## src/rtl/i2c_be_pkg.sv

```systemverilog
package i2c_be_pkg;
  typedef enum logic [2:0] {
    CMD_NONE    = 3'd0,
    CMD_START   = 3'd1,
    CMD_RESTART = 3'd2,
    CMD_STOP    = 3'd3,
    CMD_WRITE   = 3'd4,
    CMD_READ    = 3'd5
  } cmd_e;

  typedef enum logic [2:0] {
    ST_IDLE,   // bus not owned, both released
    ST_OWN,    // bus owned, SCL held low between commands
    ST_SHOLD,  // start hold: SCL released, SDA low
    ST_LOW,    // clock low phase
    ST_WAIT,   // SCL released, waiting to see it high
    ST_HIGH,   // clock high phase
    ST_PHOLD   // stop hold: both released
  } st_e;
endpackage

```

## src/rtl/i2c_be_sync.sv

```systemverilog
module i2c_be_sync #(
  parameter int unsigned     WIDTH   = 2,
  parameter int unsigned     STAGES  = 2,
  parameter logic [WIDTH-1:0] RST_VAL = '1
) (
  input  logic             clk_i,
  input  logic             rst_ni,
  input  logic [WIDTH-1:0] d_i,
  output logic [WIDTH-1:0] q_o
);
  for (genvar i = 0; i < WIDTH; i++) begin : g_bit
    logic [STAGES-1:0] chain;
    always_ff @(posedge clk_i or negedge rst_ni) begin
      if (!rst_ni) chain <= {STAGES{RST_VAL[i]}};
      else         chain <= {chain[STAGES-2:0], d_i[i]};
    end
    assign q_o[i] = chain[STAGES-1];
  end
endmodule

```

## src/rtl/i2c_be_brg.sv

```systemverilog
module i2c_be_brg #(
  parameter int unsigned CNT_W = 8
) (
  input  logic             clk_i,
  input  logic             rst_ni,
  input  logic [CNT_W-1:0] reload_i,
  input  logic             load_i,
  input  logic             hold_i,
  output logic             roll_o
);
  logic [CNT_W-1:0] cnt_q;

  always_ff @(posedge clk_i or negedge rst_ni) begin
    if (!rst_ni)                       cnt_q <= '0;
    else if (load_i)                   cnt_q <= reload_i;
    else if (!hold_i && cnt_q != '0)   cnt_q <= cnt_q - 1'b1;
  end

  assign roll_o = (cnt_q == '0);
endmodule

```

## src/rtl/i2c_be_fsm.sv

```systemverilog
module i2c_be_fsm
  import i2c_be_pkg::*;
(
  input  logic       clk_i,
  input  logic       rst_ni,
  input  logic       cmd_valid_i,
  input  logic [2:0] cmd_i,
  input  logic       wdata_i,
  input  logic       coll_clr_i,
  input  logic       scl_s_i,
  input  logic       sda_s_i,
  input  logic       roll_i,
  output logic       load_o,
  output logic       hold_o,
  output logic       scl_low_o,
  output logic       sda_low_o,
  output logic       done_o,
  output logic       irq_o,
  output logic       coll_o,
  output logic       rdata_o
);
  st_e  state_q, state_d;
  cmd_e op_q, op_d, cmd;
  logic sda_q, sda_d;
  logic rbit_q, rbit_d;
  logic done_q, irq_q, coll_q;
  logic set_done, set_coll, accept;

  assign cmd    = cmd_e'(cmd_i);
  assign accept = cmd_valid_i && !coll_q;

  always_comb begin
    state_d  = state_q;
    op_d     = op_q;
    sda_d    = sda_q;
    rbit_d   = rbit_q;
    load_o   = 1'b0;
    set_done = 1'b0;
    set_coll = 1'b0;
    unique case (state_q)
      ST_IDLE: begin
        if (accept && cmd == CMD_START) begin
          state_d = ST_SHOLD;
          op_d    = CMD_START;
          sda_d   = 1'b1;
          load_o  = 1'b1;
        end
      end
      ST_OWN: begin
        if (accept && (cmd == CMD_WRITE || cmd == CMD_READ ||
                       cmd == CMD_RESTART || cmd == CMD_STOP)) begin
          state_d = ST_LOW;
          op_d    = cmd;
          load_o  = 1'b1;
          unique case (cmd)
            CMD_WRITE: sda_d = ~wdata_i;
            CMD_STOP:  sda_d = 1'b1;
            default:   sda_d = 1'b0;
          endcase
        end
      end
      ST_SHOLD: begin
        if (roll_i) begin
          state_d  = ST_OWN;
          set_done = 1'b1;
        end
      end
      ST_LOW: begin
        if (roll_i) state_d = ST_WAIT;
      end
      ST_WAIT: begin
        // timer suspended until the line is really high
        if (scl_s_i) begin
          state_d = ST_HIGH;
          load_o  = 1'b1;
        end
      end
      ST_HIGH: begin
        if (op_q == CMD_WRITE && !sda_q && !sda_s_i) begin
          state_d  = ST_IDLE;
          sda_d    = 1'b0;
          set_coll = 1'b1;
        end else if (roll_i) begin
          unique case (op_q)
            CMD_RESTART: begin
              state_d = ST_SHOLD;
              sda_d   = 1'b1;
              load_o  = 1'b1;
            end
            CMD_STOP: begin
              state_d = ST_PHOLD;
              sda_d   = 1'b0;
              load_o  = 1'b1;
            end
            default: begin
              state_d  = ST_OWN;
              rbit_d   = sda_s_i;
              set_done = 1'b1;
            end
          endcase
        end
      end
      ST_PHOLD: begin
        if (roll_i) begin
          state_d  = ST_IDLE;
          set_done = 1'b1;
        end
      end
      default: state_d = ST_IDLE;
    endcase
  end

  always_ff @(posedge clk_i or negedge rst_ni) begin
    if (!rst_ni) begin
      state_q <= ST_IDLE;
      op_q    <= CMD_NONE;
      sda_q   <= 1'b0;
      rbit_q  <= 1'b0;
      done_q  <= 1'b0;
      irq_q   <= 1'b0;
      coll_q  <= 1'b0;
    end else begin
      state_q <= state_d;
      op_q    <= op_d;
      sda_q   <= sda_d;
      rbit_q  <= rbit_d;
      done_q  <= set_done;
      irq_q   <= set_done | set_coll;
      if (set_coll)        coll_q <= 1'b1;
      else if (coll_clr_i) coll_q <= 1'b0;
    end
  end

  assign hold_o    = (state_q == ST_WAIT) || (state_q == ST_IDLE) || (state_q == ST_OWN);
  assign scl_low_o = (state_q == ST_OWN) || (state_q == ST_LOW);
  assign sda_low_o = sda_q;
  assign done_o    = done_q;
  assign irq_o     = irq_q;
  assign coll_o    = coll_q;
  assign rdata_o   = rbit_q;
endmodule

```

## src/rtl/i2c_bit_engine.sv

```systemverilog
module i2c_bit_engine #(
  parameter int unsigned CNT_W       = 8,
  parameter int unsigned SYNC_STAGES = 2
) (
  input  logic             clk_i,
  input  logic             rst_ni,
  input  logic [CNT_W-1:0] reload_i,
  input  logic             cmd_valid_i,
  input  logic [2:0]       cmd_i,
  input  logic             wdata_i,
  input  logic             coll_clr_i,
  input  logic             scl_i,
  input  logic             sda_i,
  output logic             scl_drive_low_o,
  output logic             sda_drive_low_o,
  output logic             done_o,
  output logic             rdata_o,
  output logic             irq_o,
  output logic             coll_o
);
  localparam int unsigned LINES = 2;

  logic [LINES-1:0] pins_s;
  logic             load, hold, roll;

  i2c_be_sync #(
    .WIDTH  (LINES),
    .STAGES (SYNC_STAGES),
    .RST_VAL({LINES{1'b1}})
  ) u_sync (
    .clk_i (clk_i),
    .rst_ni(rst_ni),
    .d_i   ({scl_i, sda_i}),
    .q_o   (pins_s)
  );

  i2c_be_brg #(.CNT_W(CNT_W)) u_brg (
    .clk_i   (clk_i),
    .rst_ni  (rst_ni),
    .reload_i(reload_i),
    .load_i  (load),
    .hold_i  (hold),
    .roll_o  (roll)
  );

  i2c_be_fsm u_fsm (
    .clk_i      (clk_i),
    .rst_ni     (rst_ni),
    .cmd_valid_i(cmd_valid_i),
    .cmd_i      (cmd_i),
    .wdata_i    (wdata_i),
    .coll_clr_i (coll_clr_i),
    .scl_s_i    (pins_s[1]),
    .sda_s_i    (pins_s[0]),
    .roll_i     (roll),
    .load_o     (load),
    .hold_o     (hold),
    .scl_low_o  (scl_drive_low_o),
    .sda_low_o  (sda_drive_low_o),
    .done_o     (done_o),
    .irq_o      (irq_o),
    .coll_o     (coll_o),
    .rdata_o    (rdata_o)
  );
endmodule

```

## config.mk

```make
export PLATFORM = sky130hd
export DESIGN_NAME = i2c_bit_engine
export DESIGN_NICKNAME = d
export VERILOG_FILES = /design/src/rtl/i2c_be_pkg.sv /design/src/rtl/i2c_be_sync.sv /design/src/rtl/i2c_be_brg.sv /design/src/rtl/i2c_be_fsm.sv /design/src/rtl/i2c_bit_engine.sv
export SDC_FILE = /design/constraint.sdc
export NUM_CORES = 1
export LEC_CHECK = 0
export CORE_MARGIN = 2
export CORE_UTILIZATION = 64
export CTS_CLUSTER_SIZE = 30
export DETAILED_ROUTE_END_ITERATION = 8
export DONT_BUFFER_PORTS = 1
export GPL_TIMING_DRIVEN = 0
export PLACE_DENSITY_LB_ADDON = 0.3
export SYNTH_ARGS = -nofsm -noshare
export SYNTH_HDL_FRONTEND = slang
export SYNTH_HIERARCHICAL = 1
export SYNTH_SLANG_ARGS = --single-unit
```

## constraint.sdc

```tcl
create_clock -name clk_i -period 7.6 [get_ports clk_i]
set_input_delay 1.14 -clock clk_i [delete_from_list [all_inputs] [get_ports clk_i]]
set_output_delay 1.14 -clock clk_i [all_outputs]
set_load 0.03 [all_outputs]
```

* After elaboration in Yosys (flattened, before gate mapping)
Index checks and enable logic that the tools add are counted.
Storage, ports and cells: register bits 23, input port bits 18, output and inout port bits 6, logic and storage cells 104
Cells by class: $add $sub $neg 1, equal/unequal tests 22, mux-type cells 38, bitwise gates (word level) 4, reductions and logical operators 29
Operator list (number):
- $mux W3 | 10
- $pmux W3 S7 | 1
- $eq A3 B2 Y1 const B | 6
- $eq A3 B3 Y1 const B | 6
- $mux W1 | 18
- $mux W8 | 2
- $pmux W3 S2 | 2
- $logic_not A8 Y1 | 1
- $ne A2 B2 Y1 const B | 4
- $reduce_bool A8 Y1 | 1
- $sub A8 B1 Y8 const B | 1
- $reduce_and A7 Y1 | 1
- $eq A3 B1 Y1 const B | 2
- $logic_and A1 B1 Y1 | 6
- $logic_or A1 B1 Y1 | 6
- $pmux W1 S2 | 3
- $reduce_bool A2 Y1 | 3
- $reduce_and A5 Y1 | 1
- $logic_not A1 Y1 | 4
- $ne A2 B1 Y1 const B | 2
- $ne A4 B1 Y1 const B | 1
- $pmux W1 S4 | 1
- $reduce_and A4 Y1 | 1
- $reduce_or A2 Y1 | 2
- 7 further kinds | 9

* Longest topological paths before layout
Gate-level depths: netlist (run 1).
word-level depth 8, mapped depth 13

* Hierarchy
Netlist (run 1), hierarchy kept.
By module, submodules not included:
- i2c_be_fsm | times used 1, cells an instance 79, area an instance 750.7 µm²
- i2c_be_brg | times used 1, cells an instance 58, area an instance 536.8 µm²
- i2c_be_sync | times used 1, cells an instance 6, area an instance 120.1 µm²

* Least setup slack after synthesis (run 1)
OpenSTA, ideal clock, no wires.
path kind in2reg, start in cmd_i[2], end reg u_brg.cnt_q[0], setup time 0.148 ns, data arrival time 2.678 ns, path slack 4.775 ns, stages 9, buffers on the path 2, cell sequence or4b_4 > o21ai_4 > a32oi_1 > nor2_1 > clkbuf_1 > inv_1 > clkbuf_1 > o2bb2ai_1 > a211oi_1
Between the ends: cells in the longest elaborated chain, start to end 8, elaborated cells between the ends (all ways) 15, those cells by class 5 x eq/ne; 4 x mux; 6 x reduce/logical
Ends and longest elaborated chain:
- start: declaration | line i2c_bit_engine.sv:9 | input logic [2:0] cmd_i,
- $eq A3 B3 Y1 | line i2c_be_fsm.sv:50 | if (accept && (cmd == CMD_WRITE || cmd == CMD_READ ||
- $logic_or A1 B1 Y1 (2 in a row) | line i2c_be_fsm.sv:50
- $logic_or A1 B1 Y1 | line i2c_be_fsm.sv:51 | cmd == CMD_RESTART || cmd == CMD_STOP)) begin
- $logic_and A1 B1 Y1 | line i2c_be_fsm.sv:50
- $mux W1 | line i2c_be_fsm.sv:50
- $pmux W1 S4 (*) | line i2c_be_fsm.sv:40 | unique case (state_q)
- via load | line i2c_bit_engine.sv:24 | logic load, hold, roll;
- $mux W8 / $reduce_bool A2 Y1 (equally long branches)
- end signal: assignment | line i2c_be_brg.sv:15 | else if (load_i) cnt_q <= reload_i;
- end signal: assignment | line i2c_be_brg.sv:16 | else if (!hold_i && cnt_q != '0) cnt_q <= cnt_q - 1'b1;
- end: declaration | line i2c_be_brg.sv:11 | logic [CNT_W-1:0] cnt_q;
The timed path passes the listed nets; every way through them passes the cells marked *. A chain may end at the register's enable or synchronous reset.

* Worst setup path after layout (run 1)
start reg u_brg.cnt_q[0], end reg u_brg.cnt_q[0]
Between the ends: cells in the longest elaborated chain, start to end 5, elaborated cells between the ends (all ways) 10, those cells by class 1 x add/sub; 5 x mux; 4 x reduce/logical
Ends and longest elaborated chain:
- $logic_not A8 Y1 (*) | line i2c_be_brg.sv:19 | assign roll_o = (cnt_q == '0);
- via roll | line i2c_bit_engine.sv:24
- $mux W1 (*) | line i2c_be_fsm.sv:83 | end else if (roll_i) begin
- $mux W1 (*) | line i2c_be_fsm.sv:79 | if (op_q == CMD_WRITE && !sda_q && !sda_s_i) begin
- $pmux W1 S4 (*) | line i2c_be_fsm.sv:40
- via load | line i2c_bit_engine.sv:24
- $mux W8 / $reduce_bool A2 Y1 (equally long branches)
The timed path passes the listed nets; every way through them passes the cells marked *. The select of a mux whose other input is x is not followed.

==> impl_summary.log, run 1 <==
INFO  metric run_status = finished clean
INFO  metric design.portCount = 24
INFO  metric seq_area_frac_synth = 41.2%
INFO  metric rows = 16
INFO  metric crit_fanout = 10
INFO  metric path_clk_slew = 0.12 ns
INFO  metric final_cell_area = 1470 sq um
INFO  metric cell_type_with_the_highest_aggregate_area_in_the_netlist = sky130_fd_sc_hd__dfrtp_1
INFO  metric cts_made_buffers = 3
INFO  metric area_occupied_by_registers = 581 sq um
INFO  metric detail_route.iter0.violations = 52
INFO  metric drt-wirelength-per-cell = 17.8 microns
INFO  metric post_layout_nonfiller_instances = 174
INFO  metric ys_seq_elements = 23
INFO  metric first_pass_grt_wire_length = 5220 microns
INFO  metric dpl.hpwl = about 2200 microns
INFO  metric fin_nets = around 170
INFO  metric num_antenna_cells = 0
INFO  metric synth-compound-area-share = roughly a quarter
INFO  metric muxShareOfSynthArea = between 3 and 4%
INFO  metric tritoncts = done
INFO  metric globalplace.congestion = between 0.8 and 0.9
INFO  metric dr_total_vias = about 1,200
INFO  metric synthDominantCellAreaShare = approximately 34%
INFO  metric fin_worst_hold_slack = approximately 0.36 ns
INFO  metric netlist_instances = approximately 140
INFO  metric globalRouteOverflowTotal = 0
INFO  metric floorplan.die.width = about 50 microns
INFO  metric power.ir.vdd_worst = 104 uV
INFO  metric syn_avg_cell_area = 9.84 sq um
INFO  metric drt_pre_antenna_iters = 4
INFO  metric layout_min_cycle_time = about 3.7 ns
INFO  metric max_freq = between 0.2 and 0.3 GHz
INFO  metric nFillCells = around 150
INFO  metric grt_antenna_before_repair = 0
INFO  metric final_common_cell = sky130_fd_sc_hd__dfrtp_1
INFO  metric yosys.cell_types.count = slightly above 60
INFO  metric core_area = around 2000 sq um
INFO  metric post_synth_main_area_contributors = sky130_fd_sc_hd__dfrtp_1 34%, sky130_fd_sc_hd__dfstp_2 7.5%, sky130_fd_sc_hd__nor2_1 3.5%
INFO  metric area_delta_synth_final = 4.27%
INFO  metric post_route_cells_drive_above_1_share = between 10% and 20%
INFO  metric ys_dominant_reg_cell = sky130_fd_sc_hd__dfrtp_1
INFO  metric post_cts.resized_instances = 0
INFO  metric clock_path_buffers = 2
INFO  metric route.final.wire_length = just over 3000 microns
INFO  metric clock-skew-final = 0.00389 ns
INFO  metric worst_pin_slew = a little under 0.7 ns
INFO  metric critPathRequiredTime = just under 8 ns
INFO  metric holdCritPathClass = flip-flop to flip-flop
INFO  metric remaining_drc_errors = 0
INFO  metric cp_launch_type = flip-flop
INFO  metric htree_num_levels = 1
INFO  metric finalSetupViolations = 0
INFO  metric synth_top_family_by_area = compound AO/OA/AOI/OAI gates
INFO  metric synth_fp_nets = between 150 and 200
INFO  metric setup.worst_path.end_class = flip-flop
INFO  metric numPlacedInstances = between 150 and 200
INFO  metric post_synth_instance_area = between 1000 and 1500 sq um
INFO  metric cts.sinks = 23
INFO  metric worstPathArrival = 3.81 ns
INFO  metric vias_per_cell = slightly below 7
INFO  metric post_dp_cell_area = 1440 sq um
INFO  metric synth_simple_gate_area_share = 23.5%
INFO  metric cts_post_setup_buffers_inserted = 0
INFO  metric rsz0062_at_grt = false
INFO  metric die-area = 2590 sq um
INFO  metric layout_common_cells = 19 x sky130_fd_sc_hd__dfrtp_1, 13 x sky130_fd_sc_hd__nor2_1, 8 x sky130_fd_sc_hd__inv_1, 7 x sky130_fd_sc_hd__o21ai_0, 7 x sky130_fd_sc_hd__a21oi_1
INFO  metric insertion_delay = around 0.30 ns
INFO  metric power.density_cell_area = between 100 and 150 nW/um^2
INFO  metric effective_utilization_at_floorplan = a little over two thirds
INFO  metric synthesis_warnings = 6
INFO  metric totalNegativeSetupSlack = 0 ns
INFO  metric area_used_by_multi_input_combinational_logic = ~740 sq um
INFO  metric synth-async-reset-ratio = 100%
INFO  metric finalCritPeriodShare = between 40% and 50%
INFO  metric cts_root_buffer = sky130_fd_sc_hd__clkbuf_4
INFO  metric synth-edff-count = 0
INFO  metric synthAdderAreaFrac = approximately 1.8%
INFO  metric track_usage = between 20% and 30%
INFO  metric final_max_slew_viol_count = 0
INFO  metric number_of_global_route_vias_before_repair = 1,115
INFO  metric height_of_the_chip = approximately 50 microns
INFO  metric drtAntennaViolNets = 0
INFO  metric critical_path_class = flip-flop to flip-flop
INFO  metric grt_start_max_net_pins = 24
INFO  metric timing_hold_violations_final = 0
INFO  metric maxSlewHeadroom = 53.5%
INFO  metric cap_violations = 0
INFO  metric port_buffers = 0
INFO  metric standby_leakage_power = between 0.5 and 0.6 nW
INFO  metric post_synth_xor_area_fraction = 0.622%
INFO  metric hold_buf_cts = 0
layer usage:
metal | GRT usage, % | up-vias | share of wire (%)
li1 | - | 554 | -
met2 | 40.6 | 68 | 45
met4 | 9.46 | 0 | 1.2
met3 | 5.26 | 6 | 9.0
met5 | 0 | - | 0
met1 | 40.3 | 561 | 44
power breakdown:
part / leakage [nW] / total (mW) / switching (mW) / internal (mW)
registers: 0.276 / 0.129 / 0.00312 / 0.126
clock network: 0.0150 / 0.0552 / 0.0348 / 0.0205
logic: 0.266 / 0.00922 / 0.00403 / 0.00519
total: 0.557 / 0.193 / 0.0419 / 0.151
synth_stat cells, types with 3 or more instances:
library cell	instances
sky130_fd_sc_hd__a21oi_1	7
sky130_fd_sc_hd__a31oi_1	4
sky130_fd_sc_hd__buf_4	3
sky130_fd_sc_hd__clkbuf_1	3
sky130_fd_sc_hd__dfrtp_1	19
sky130_fd_sc_hd__dfstp_2	4
sky130_fd_sc_hd__inv_1	8
sky130_fd_sc_hd__nand2_1	6
sky130_fd_sc_hd__nand2b_1	4
sky130_fd_sc_hd__nand3b_1	5
sky130_fd_sc_hd__nor2_1	13
sky130_fd_sc_hd__nor3_1	3
sky130_fd_sc_hd__o21ai_0	7
sky130_fd_sc_hd__or4_1	3
worst max-delay path, cell delays in order, from the launching register on:
cell	delay, ns
sky130_fd_sc_hd__dfrtp_1	0.41
sky130_fd_sc_hd__inv_1	0.10
sky130_fd_sc_hd__ha_1	0.20
sky130_fd_sc_hd__or3b_2	0.50
sky130_fd_sc_hd__nor2_1	0.56
sky130_fd_sc_hd__nand3b_1	0.31
sky130_fd_sc_hd__o21ai_0	0.24
sky130_fd_sc_hd__a32oi_1	0.09
sky130_fd_sc_hd__nor2_1	0.10
sky130_fd_sc_hd__clkbuf_1	0.35
sky130_fd_sc_hd__inv_1	0.14
sky130_fd_sc_hd__clkbuf_1	0.24
sky130_fd_sc_hd__o2bb2ai_1	0.19
sky130_fd_sc_hd__a211oi_1	0.07
logic make-up after synthesis:
logic type	Yosys count
XOR/XNOR	1
multiplexers	4
buffers and inverters	17
flip-flops	23
adder cells (fa/ha/maj)	2
AND/OR/NAND/NOR	52
AO/OA/AOI/OAI	44
layout make-up:
cell class,instances,share of cell area (%)
clock buffer,4,1.79
multi-input combinational,103,50.6
buffer,9,3.75
sequential,23,39.6
inverter,8,2.05
tap,27,2.30
sequential cells by signal, indices dropped and copies added, names as in the netlist:
name / count
u_fsm/done_o: 1
u_fsm/irq_o: 1
u_sync/g_bit.chain: 4
u_fsm/state_q: 3
u_fsm/op_q: 3
u_fsm/rdata_o: 1
u_fsm/sda_low_o: 1
u_fsm/coll_o: 1
u_brg/cnt_q: 8
final timing paths:
check / start / end / slack (ns) / cells past startpoint
setup / recovery: u_brg/cnt_q[0] / u_brg/cnt_q[0] / 3.95 / 13
hold / removal: u_sync/g_bit[0].chain[0] / u_sync/g_bit[0].chain[1] / 0.36 / 0
setup reg to reg: u_brg/cnt_q[0] / u_brg/cnt_q[0] / 3.95 / 13
hold reg to reg: u_sync/g_bit[0].chain[0] / u_sync/g_bit[0].chain[1] / 0.36 / 0
max in group asynchronous: rst_ni / u_sync/g_bit[0].chain[0] / 6.91 / 0
min in group asynchronous: rst_ni / u_fsm/state_q[1] / 0.51 / 0
metrics by stage:
step / worst slack (ns) / utilization [%] / power [mW]
6_report: 3.95 / 72.6 / 0.193
5_1_grt: 3.63 / 72.6 / 0.200
4_1_cts: 4.05 / 72.6 / 0.195
3_5_place_dp: 4.08 / 71.3 / 0.140
3_3_place_gp: 4.17 / 71.3 / 0.140
2_1_floorplan: 4.77 / - / 0.138
No activity file was read; power rests on OpenSTA's default activity.
==> run 2: changes to the inputs <==
- CORE_UTILIZATION: 64 -> 56
- clock period: 7.6 -> 2.97 ns (I/O delays scaled with it)
==> run 2 against run 1 <==
Effect of this change:
- clock skew increased by 0.0062 ns
- clock-buffer cell count is the same
- largest cell class unchanged
- global-route usage is 4.5 points lower
- die area up 13%
- highest routed layer unchanged
- sequential power rose to 2.6 times the previous value
- non-clock buffer count grew 2
==> impl_summary.log, run 2 (same netlist as run 1, synthesis figures left out) <==
INFO  metric totalNegativeSetupSlack = 0 ns
INFO  metric design.portCount = 24
INFO  metric final_common_cell = sky130_fd_sc_hd__dfrtp_1
INFO  metric cts_root_buffer = sky130_fd_sc_hd__clkbuf_4
INFO  metric vias_per_cell = ~6.6
INFO  metric layout_min_cycle_time = 2.82 ns
INFO  metric die-area = approximately 3000 sq um
INFO  metric num_antenna_cells = 0
INFO  metric drt_pre_antenna_iters = 4
INFO  metric port_buffers = 0
INFO  metric detail_route.iter0.violations = 32
INFO  metric reg.largest.list = u_brg/cnt_q (8), u_sync/g_bit.chain (4)
INFO  metric cts.sinks = 23
INFO  metric timing_hold_violations_final = 0
INFO  metric insertion_delay = around 0.31 ns
INFO  metric first_pass_grt_wire_length = 4800 microns
INFO  metric nFillCells = between 200 and 250
INFO  metric worst_pin_slew = slightly above 1 ns
INFO  metric largest_register_ff_count = 8
INFO  metric route.final.wire_length = between 2000 and 3000 microns
INFO  metric htree_num_levels = 1
INFO  metric power.density_cell_area = between 300 and 400 nW/um^2
INFO  metric top_register = u_brg/cnt_q
INFO  metric rsz0062_at_grt = false
INFO  metric routedLengthMet1 = between 1000 and 1500 microns
INFO  metric path_clk_slew = ~0.13 ns
INFO  metric crit_fanout = 10
INFO  metric globalplace.congestion = approximately 0.86
INFO  metric timing.reg2reg.worst_path_depth = 13
INFO  metric fraction_of_the_core_area_covered_by_cells_at_the_end_of_the_flow = between 60% and 70%
INFO  metric post_route_cells_drive_above_1_share = between 20% and 30%
INFO  metric standby_leakage_power = between 0.5 and 0.6 nW
INFO  metric maxSlewHeadroom = around a third
INFO  metric power.ir.vdd_worst = approximately 350 uV
INFO  metric drt-wirelength-per-cell = 16.7 microns
INFO  metric wl_met2 = about 1400 microns
INFO  metric dr_total_vias = 1,178
INFO  metric area_delta_synth_final = 7.11%
INFO  metric cap_violations = 0
INFO  metric hold_depth = 0
INFO  metric numPlacedInstances = roughly 170
INFO  metric regToRegEndpoint = u_brg/cnt_q[0]
INFO  metric tritoncts = done
INFO  metric setup.worst_path.end_class = flip-flop
INFO  metric run_status = finished clean
INFO  metric critical_path_class = flip-flop to flip-flop
INFO  metric max_freq = ~0.35 GHz
INFO  metric remaining_drc_errors = 0
INFO  metric grt_antenna_before_repair = 0
INFO  metric worstHoldStart = scl_i
INFO  metric height_of_the_chip = around 54 microns
INFO  metric rows = 18
INFO  metric fin_nets = between 150 and 200
INFO  metric core_area = about 2400 sq um
INFO  metric layout_common_cells = 19 x sky130_fd_sc_hd__dfrtp_1, 12 x sky130_fd_sc_hd__nor2_1, 8 x sky130_fd_sc_hd__inv_1, 7 x sky130_fd_sc_hd__a21oi_1
INFO  metric effective_utilization_at_floorplan = between 50 and 60%
INFO  metric dr_wl_met3 = 207 microns
INFO  metric clock_path_buffers = 2
INFO  metric drtAntennaViolNets = 0
INFO  metric finalSetupViolations = 0
INFO  metric r2r_setup_slack = around 0.15 ns
INFO  metric holdCritPathClass = input port to flip-flop
INFO  metric dpl.hpwl = between 2000 and 2500 microns
INFO  metric globalRouteOverflowTotal = 0
INFO  metric worstPathArrival = 3.01 ns
INFO  metric critPathRequiredTime = about 3.2 ns
INFO  metric post_layout_nonfiller_instances = between 150 and 200
INFO  metric cts_made_buffers = 3
INFO  metric floorplan.die.width = ~54 microns
INFO  metric clock-skew-final = 0.0101 ns
INFO  metric finalCritPeriodShare = between 90 and 100%
INFO  metric grt_start_max_net_pins = 24
INFO  metric final_max_slew_viol_count = 0
INFO  metric cp_launch_type = flip-flop
INFO  metric track_usage = between 20% and 30%
INFO  metric r2r_start = u_brg/cnt_q[0]
INFO  metric hold-path-endpoint = u_sync/g_bit[1].chain[0]
INFO  metric dr.max_layer_used = met4
INFO  metric number_of_global_route_vias_before_repair = 1,079
[run 2: cell count changes in the layout (fill, tap and decap cells not counted), sizes merged]
cell / previous run / this run
buf: 6 / 7
dlygate4sd3: 0 / 1
[run 2: metrics by stage]
| stage | area (sq um) | power, mW | hold slack [ns] | setup slack [ns] |
|---|---|---|---|---|
| 2_1_floorplan | 1410 | 0.354 | 0.150 | 0.156 |
| 3_3_place_gp | 1450 | 0.357 | 0.150 | -0.394 |
| 3_5_place_dp | 1450 | 0.359 | 0.150 | -0.612 |
| 4_1_cts | 1500 | 0.509 | 0.110 | 0.0265 |
| 5_1_grt | 1510 | 0.531 | 0.0883 | 0.0208 |
| 6_report | 1510 | 0.502 | 0.128 | 0.146 |
[run 2: cell type report]
type / count / area (sq um) / share of cell area, %
multi-input cells: 103 / 756 / 50.1
flip-flops and latches: 23 / 581 / 38.5
plain buffers: 9 / 60.1 / 3.98
well taps: 30 / 37.5 / 2.49
inverters: 8 / 30.0 / 1.99
clock buffers: 4 / 26.3 / 1.74
repair buffers: 2 / 17.5 / 1.16
[run 2: worst max-delay path, cell delays in order, from the launching register on]
cell and delay [ns]:
sky130_fd_sc_hd__dfrtp_1 0.41, sky130_fd_sc_hd__inv_1 0.10, sky130_fd_sc_hd__ha_1 0.22, sky130_fd_sc_hd__or3b_2 0.53, sky130_fd_sc_hd__nor2_4 0.14, sky130_fd_sc_hd__nand3b_1 0.15
sky130_fd_sc_hd__o21ai_1 0.18, sky130_fd_sc_hd__a32oi_1 0.11, sky130_fd_sc_hd__nor2_1 0.11, sky130_fd_sc_hd__clkbuf_4 0.20, sky130_fd_sc_hd__inv_1 0.09, sky130_fd_sc_hd__clkbuf_2 0.20
sky130_fd_sc_hd__o2bb2ai_1 0.19, sky130_fd_sc_hd__a211oi_1 0.07
[run 2: per-layer routing]
metal | vias to the layer above | track usage [%]
li1 | 562 | -
met1 | 570 | 31.4
met2 | 42 | 33.5
met3 | 4 | 6.39
met4 | 0 | 9.58
met5 | - | 0
[run 2: power by group]
part	internal, mW	switching (mW)	total (mW)	leakage (nW)
Combinational	0.0142	0.0162	0.0304	0.283
Clock	0.0523	0.0903	0.143	0.0150
Sequential	0.321	0.00765	0.329	0.276
Total	0.388	0.114	0.502	0.574
[run 2: timing repair]
item	4_1_cts	5_1_grt
gates resized for setup	4	5
hold buffers	1	0
setup endpoints to repair	8	6
buffers inserted	1	0
hold endpoints to repair	23	0
pin swaps	1	0
[run 2: worst max path at each step]
stage              startpoint        endpoint  slack [ns]  cells after the start
2_1_floorplan  u_brg/cnt_q[2]  u_brg/cnt_q[0]        0.16                     13
3_3_place_gp   u_brg/cnt_q[0]  u_brg/cnt_q[0]       -0.39                     13
3_5_place_dp   u_brg/cnt_q[0]  u_brg/cnt_q[1]       -0.61                     12
4_1_cts        u_brg/cnt_q[0]  u_brg/cnt_q[1]        0.03                     12
5_1_grt        u_brg/cnt_q[0]  u_brg/cnt_q[0]        0.02                     13
6_report       u_brg/cnt_q[0]  u_brg/cnt_q[0]        0.15                     13
==> run 3: changes to the inputs <==
- ABC_AREA: unset -> 1
==> run 3 against run 2 <==
Effect of this change:
- total power grew to 3.2 times the previous value
- via count up 12%
- non-clock buffer count down 5
- worst hold slack got worse by 0.0049 ns
- wire length down 1.5%
- critical endpoint is now u_brg/cnt_q[3]
- first-iteration DRC count is 31% higher
- global-route usage down 2.8 points
==> impl_summary.log, run 3 <==
INFO  metric run_status = finished clean
INFO  metric area_occupied_by_registers = ~580 sq um
INFO  metric syn_avg_cell_area = 7.46 sq um
INFO  metric post_synth_instance_area = roughly 1500 sq um
INFO  metric effective_utilization_at_floorplan = 57.2%
INFO  metric first_pass_grt_wire_length = about 5000 microns
INFO  metric totalNegativeSetupSlack = 0 ns
INFO  metric tritoncts = done
INFO  metric synth-async-reset-ratio = 100%
INFO  metric wl_met2 = 1470 microns
INFO  metric power.ir.vdd_worst = 613 uV
INFO  metric height_of_the_chip = around 56 microns
INFO  metric post_synth_main_area_contributors = sky130_fd_sc_hd__dfrtp_1 31%, sky130_fd_sc_hd__nand2_1 14%, sky130_fd_sc_hd__nand3_1 9.1%
INFO  metric rsz0062_at_grt = false
INFO  metric cp_launch_type = flip-flop
INFO  metric fin_nets = 232
INFO  metric detail_route.iter0.violations = 42
INFO  metric netlist_instances = about 210
INFO  metric drtAntennaViolNets = 0
INFO  metric cell_type_with_the_highest_aggregate_area_in_the_netlist = sky130_fd_sc_hd__dfrtp_1
INFO  metric synthDominantCellAreaShare = between 30% and 40%
INFO  metric rows = 19
INFO  metric synth-edff-count = 0
INFO  metric final_max_slew_viol_count = 0
INFO  metric yosys.cell_types.count = 29
INFO  metric finalSetupViolations = 0
INFO  metric post_cts.resized_instances = 0
INFO  metric route.final.wire_length = 2950 microns
INFO  metric num_antenna_cells = 0
INFO  metric clock-skew-final = 0.00217 ns
INFO  metric final_common_cell = sky130_fd_sc_hd__nand2_1
INFO  metric dr_wl_met3 = around 130 microns
INFO  metric floorplan.die.width = 56.4 microns
INFO  metric clock_path_buffers = 2
INFO  metric core_area = 2690 sq um
INFO  metric critPathRequiredTime = between 3 and 4 ns
INFO  metric cts.sinks = 23
INFO  metric numPlacedInstances = around 240
INFO  metric crit_fanout = 7
INFO  metric cts_post_setup_buffers_inserted = 0
INFO  metric reg.largest.list = u_brg/cnt_q (8), u_sync/g_bit.chain (4)
INFO  metric die-area = about 3200 sq um
INFO  metric worst_pin_slew = between 1 and 1.5 ns
INFO  metric ys_seq_elements = 23
INFO  metric synth_fp_nets = between 200 and 250
INFO  metric power.density_cell_area = around 1000 nW/um^2
INFO  metric grt_antenna_before_repair = 0
INFO  metric dpl.hpwl = between 2000 and 2500 microns
INFO  metric path_clk_slew = around 0.12 ns
INFO  metric area_used_by_multi_input_combinational_logic = 817 sq um
INFO  metric routedLengthMet1 = between 1000 and 1500 microns
INFO  metric synth_common_cells = 56 x sky130_fd_sc_hd__nand2_1, 28 x sky130_fd_sc_hd__nand3_1, 25 x sky130_fd_sc_hd__inv_1
INFO  metric area_delta_synth_final = 4.96%
INFO  metric final_cell_area = 1610 sq um
INFO  metric finalCritPeriodShare = around 73%
INFO  metric largest_register_ff_count = 8
INFO  metric nFillCells = around 240
INFO  metric cts_made_buffers = 3
INFO  metric critical_path_class = flip-flop to flip-flop
INFO  metric ys_dominant_reg_cell = sky130_fd_sc_hd__dfrtp_1
INFO  metric globalRouteOverflowTotal = 0
INFO  metric holdCritPathClass = input port to flip-flop
INFO  metric post-synth-top-count-cell = sky130_fd_sc_hd__nand2_1
INFO  metric top_register = u_brg/cnt_q
INFO  metric setup.worst_path.end_class = flip-flop
INFO  metric max_freq = around 0.46 GHz
INFO  metric cap_violations = 0
INFO  metric drt-wirelength-per-cell = 12.2 microns
INFO  metric post_route_cells_drive_above_1_share = between 15 and 20%
INFO  metric number_of_global_route_vias_before_repair = approximately 1,200
INFO  metric fraction_of_the_core_area_covered_by_cells_at_the_end_of_the_flow = between 60 and 70%
INFO  metric remaining_drc_errors = 0
INFO  metric power.total = 1.61 mW
INFO  metric drt_pre_antenna_iters = 4
INFO  metric dr_total_vias = around 1,300
INFO  metric insertion_delay = 0.30 ns
INFO  metric track_usage = between 20% and 30%
INFO  metric timing_hold_violations_final = 0
INFO  metric post_layout_nonfiller_instances = about 240
INFO  metric synthesis_warnings = 6
INFO  metric standby_leakage_power = ~0.82 nW
INFO  metric worstPathArrival = 2.39 ns
INFO  metric layout_common_cells = 56 x sky130_fd_sc_hd__nand2_1, 28 x sky130_fd_sc_hd__nand3_1, 25 x sky130_fd_sc_hd__inv_1, 19 x sky130_fd_sc_hd__dfrtp_1, 18 x sky130_fd_sc_hd__nor2_1
INFO  metric design.portCount = 24
INFO  metric seq_area_frac_synth = around 38%
INFO  metric port_buffers = 0
INFO  metric maxSlewHeadroom = between 30 and 40%
INFO  metric dr.max_layer_used = met4
INFO  metric vias_per_cell = between 5 and 6
INFO  metric grt_start_max_net_pins = 24
INFO  metric layout_min_cycle_time = about 2.2 ns
INFO  metric globalplace.congestion = ~0.90
INFO  metric htree_num_levels = 1
INFO  metric post_dp_cell_area = ~1600 sq um
INFO  metric cts_root_buffer = sky130_fd_sc_hd__clkbuf_4
==> run 3: changes by cell type after synthesis, moves of 4 or more <==
cell and change:
sky130_fd_sc_hd__a21oi_1 -5, sky130_fd_sc_hd__a31oi_1 -4, sky130_fd_sc_hd__inv_1 +17, sky130_fd_sc_hd__nand2_1 +50, sky130_fd_sc_hd__nand2_4 +4, sky130_fd_sc_hd__nand2b_1 -4, sky130_fd_sc_hd__nand3_1 +27, sky130_fd_sc_hd__nand3b_1 -4
sky130_fd_sc_hd__nor2_1 +5, sky130_fd_sc_hd__o21ai_2 +4
==> run 3: worst max-delay path, cell delays in order (launching register included) <==
cell and delay [ns]:
sky130_fd_sc_hd__dfrtp_1 0.40, sky130_fd_sc_hd__inv_1 0.16, sky130_fd_sc_hd__ha_1 0.18, sky130_fd_sc_hd__nand2_1 0.10, sky130_fd_sc_hd__nor2_1 0.36, sky130_fd_sc_hd__nand3_1 0.12, sky130_fd_sc_hd__o2111ai_1 0.22, sky130_fd_sc_hd__inv_1 0.24
sky130_fd_sc_hd__nand3_1 0.14, sky130_fd_sc_hd__nand2_1 0.05, sky130_fd_sc_hd__nand2_1 0.07, sky130_fd_sc_hd__o21ai_2 0.05
==> run 3: cells by family (layout without fill, tap and decap cells) <==
kind of cell | count (synthesis) | count (layout) | synth area share [%]
compound gates | 23 | 23 | 10.6
buf+inv | 33 | 38 | 9.11
flops | 23 | 23 | 37.8
xor+xnor | 1 | 1 | 0.570
simple gates | 124 | 124 | 40.4
fa+ha+maj | 2 | 2 | 1.63
==> run 3: final timing paths <==
check / start / to / slack, ns / depth (start not counted)
min in group asynchronous: rst_ni / u_brg/cnt_q[7] / 0.74 / 1
max in group asynchronous: rst_ni / u_fsm/irq_o / 1.62 / 1
max reg2reg: u_brg/cnt_q[0] / u_brg/cnt_q[3] / 0.79 / 11
min: scl_i / u_sync/g_bit[1].chain[0] / 0.12 / 0
min reg2reg: u_sync/g_bit[0].chain[0] / u_sync/g_bit[0].chain[1] / 0.37 / 0
max: u_brg/cnt_q[0] / u_brg/cnt_q[3] / 0.79 / 11
==> run 3: metrics by stage <==
step | hold WS, ns | worst slack, ns
3_3_place_gp | 0.150 | 0.837
2_1_floorplan | 0.150 | 1.10
3_5_place_dp | 0.150 | 0.785
4_1_cts | 0.109 | 0.772
5_1_grt | 0.0901 | 0.610
6_report | 0.123 | 0.787
==> run 3: timing repair <==
| action | in CTS | in global routing |
|---|---|---|
| setup endpoints to repair | 0 | 0 |
| hold buffers | 1 | 0 |
| hold endpoints to repair | 23 | 0 |
==> run 3: final cells by class <==
| class | instances | area share, % |
|---|---|---|
| Buffer | 5 | 2.17 |
| Clock buffer | 3 | 1.40 |
| Clock inverter | 1 | 0.310 |
| Inverter | 28 | 6.51 |
| Multi-Input combinational cell | 150 | 50.6 |
| Sequential cell | 23 | 36.0 |
| Tap cell | 31 | 2.40 |
| Timing Repair Buffer | 1 | 0.620 |
==> run 3: metal layers <==
metal  track usage (%)  vias up
met1              23.9      599
met4              12.6        0
met2              34.5       42
li1                  -      671
met3              2.30       12
met5                 0        -
==> run 3: report_power, final <==
group	switching, mW	total [mW]	internal, mW
sequential	0.125	0.549	0.424
clock	0.0902	0.140	0.0502
combinational	0.590	0.922	0.332
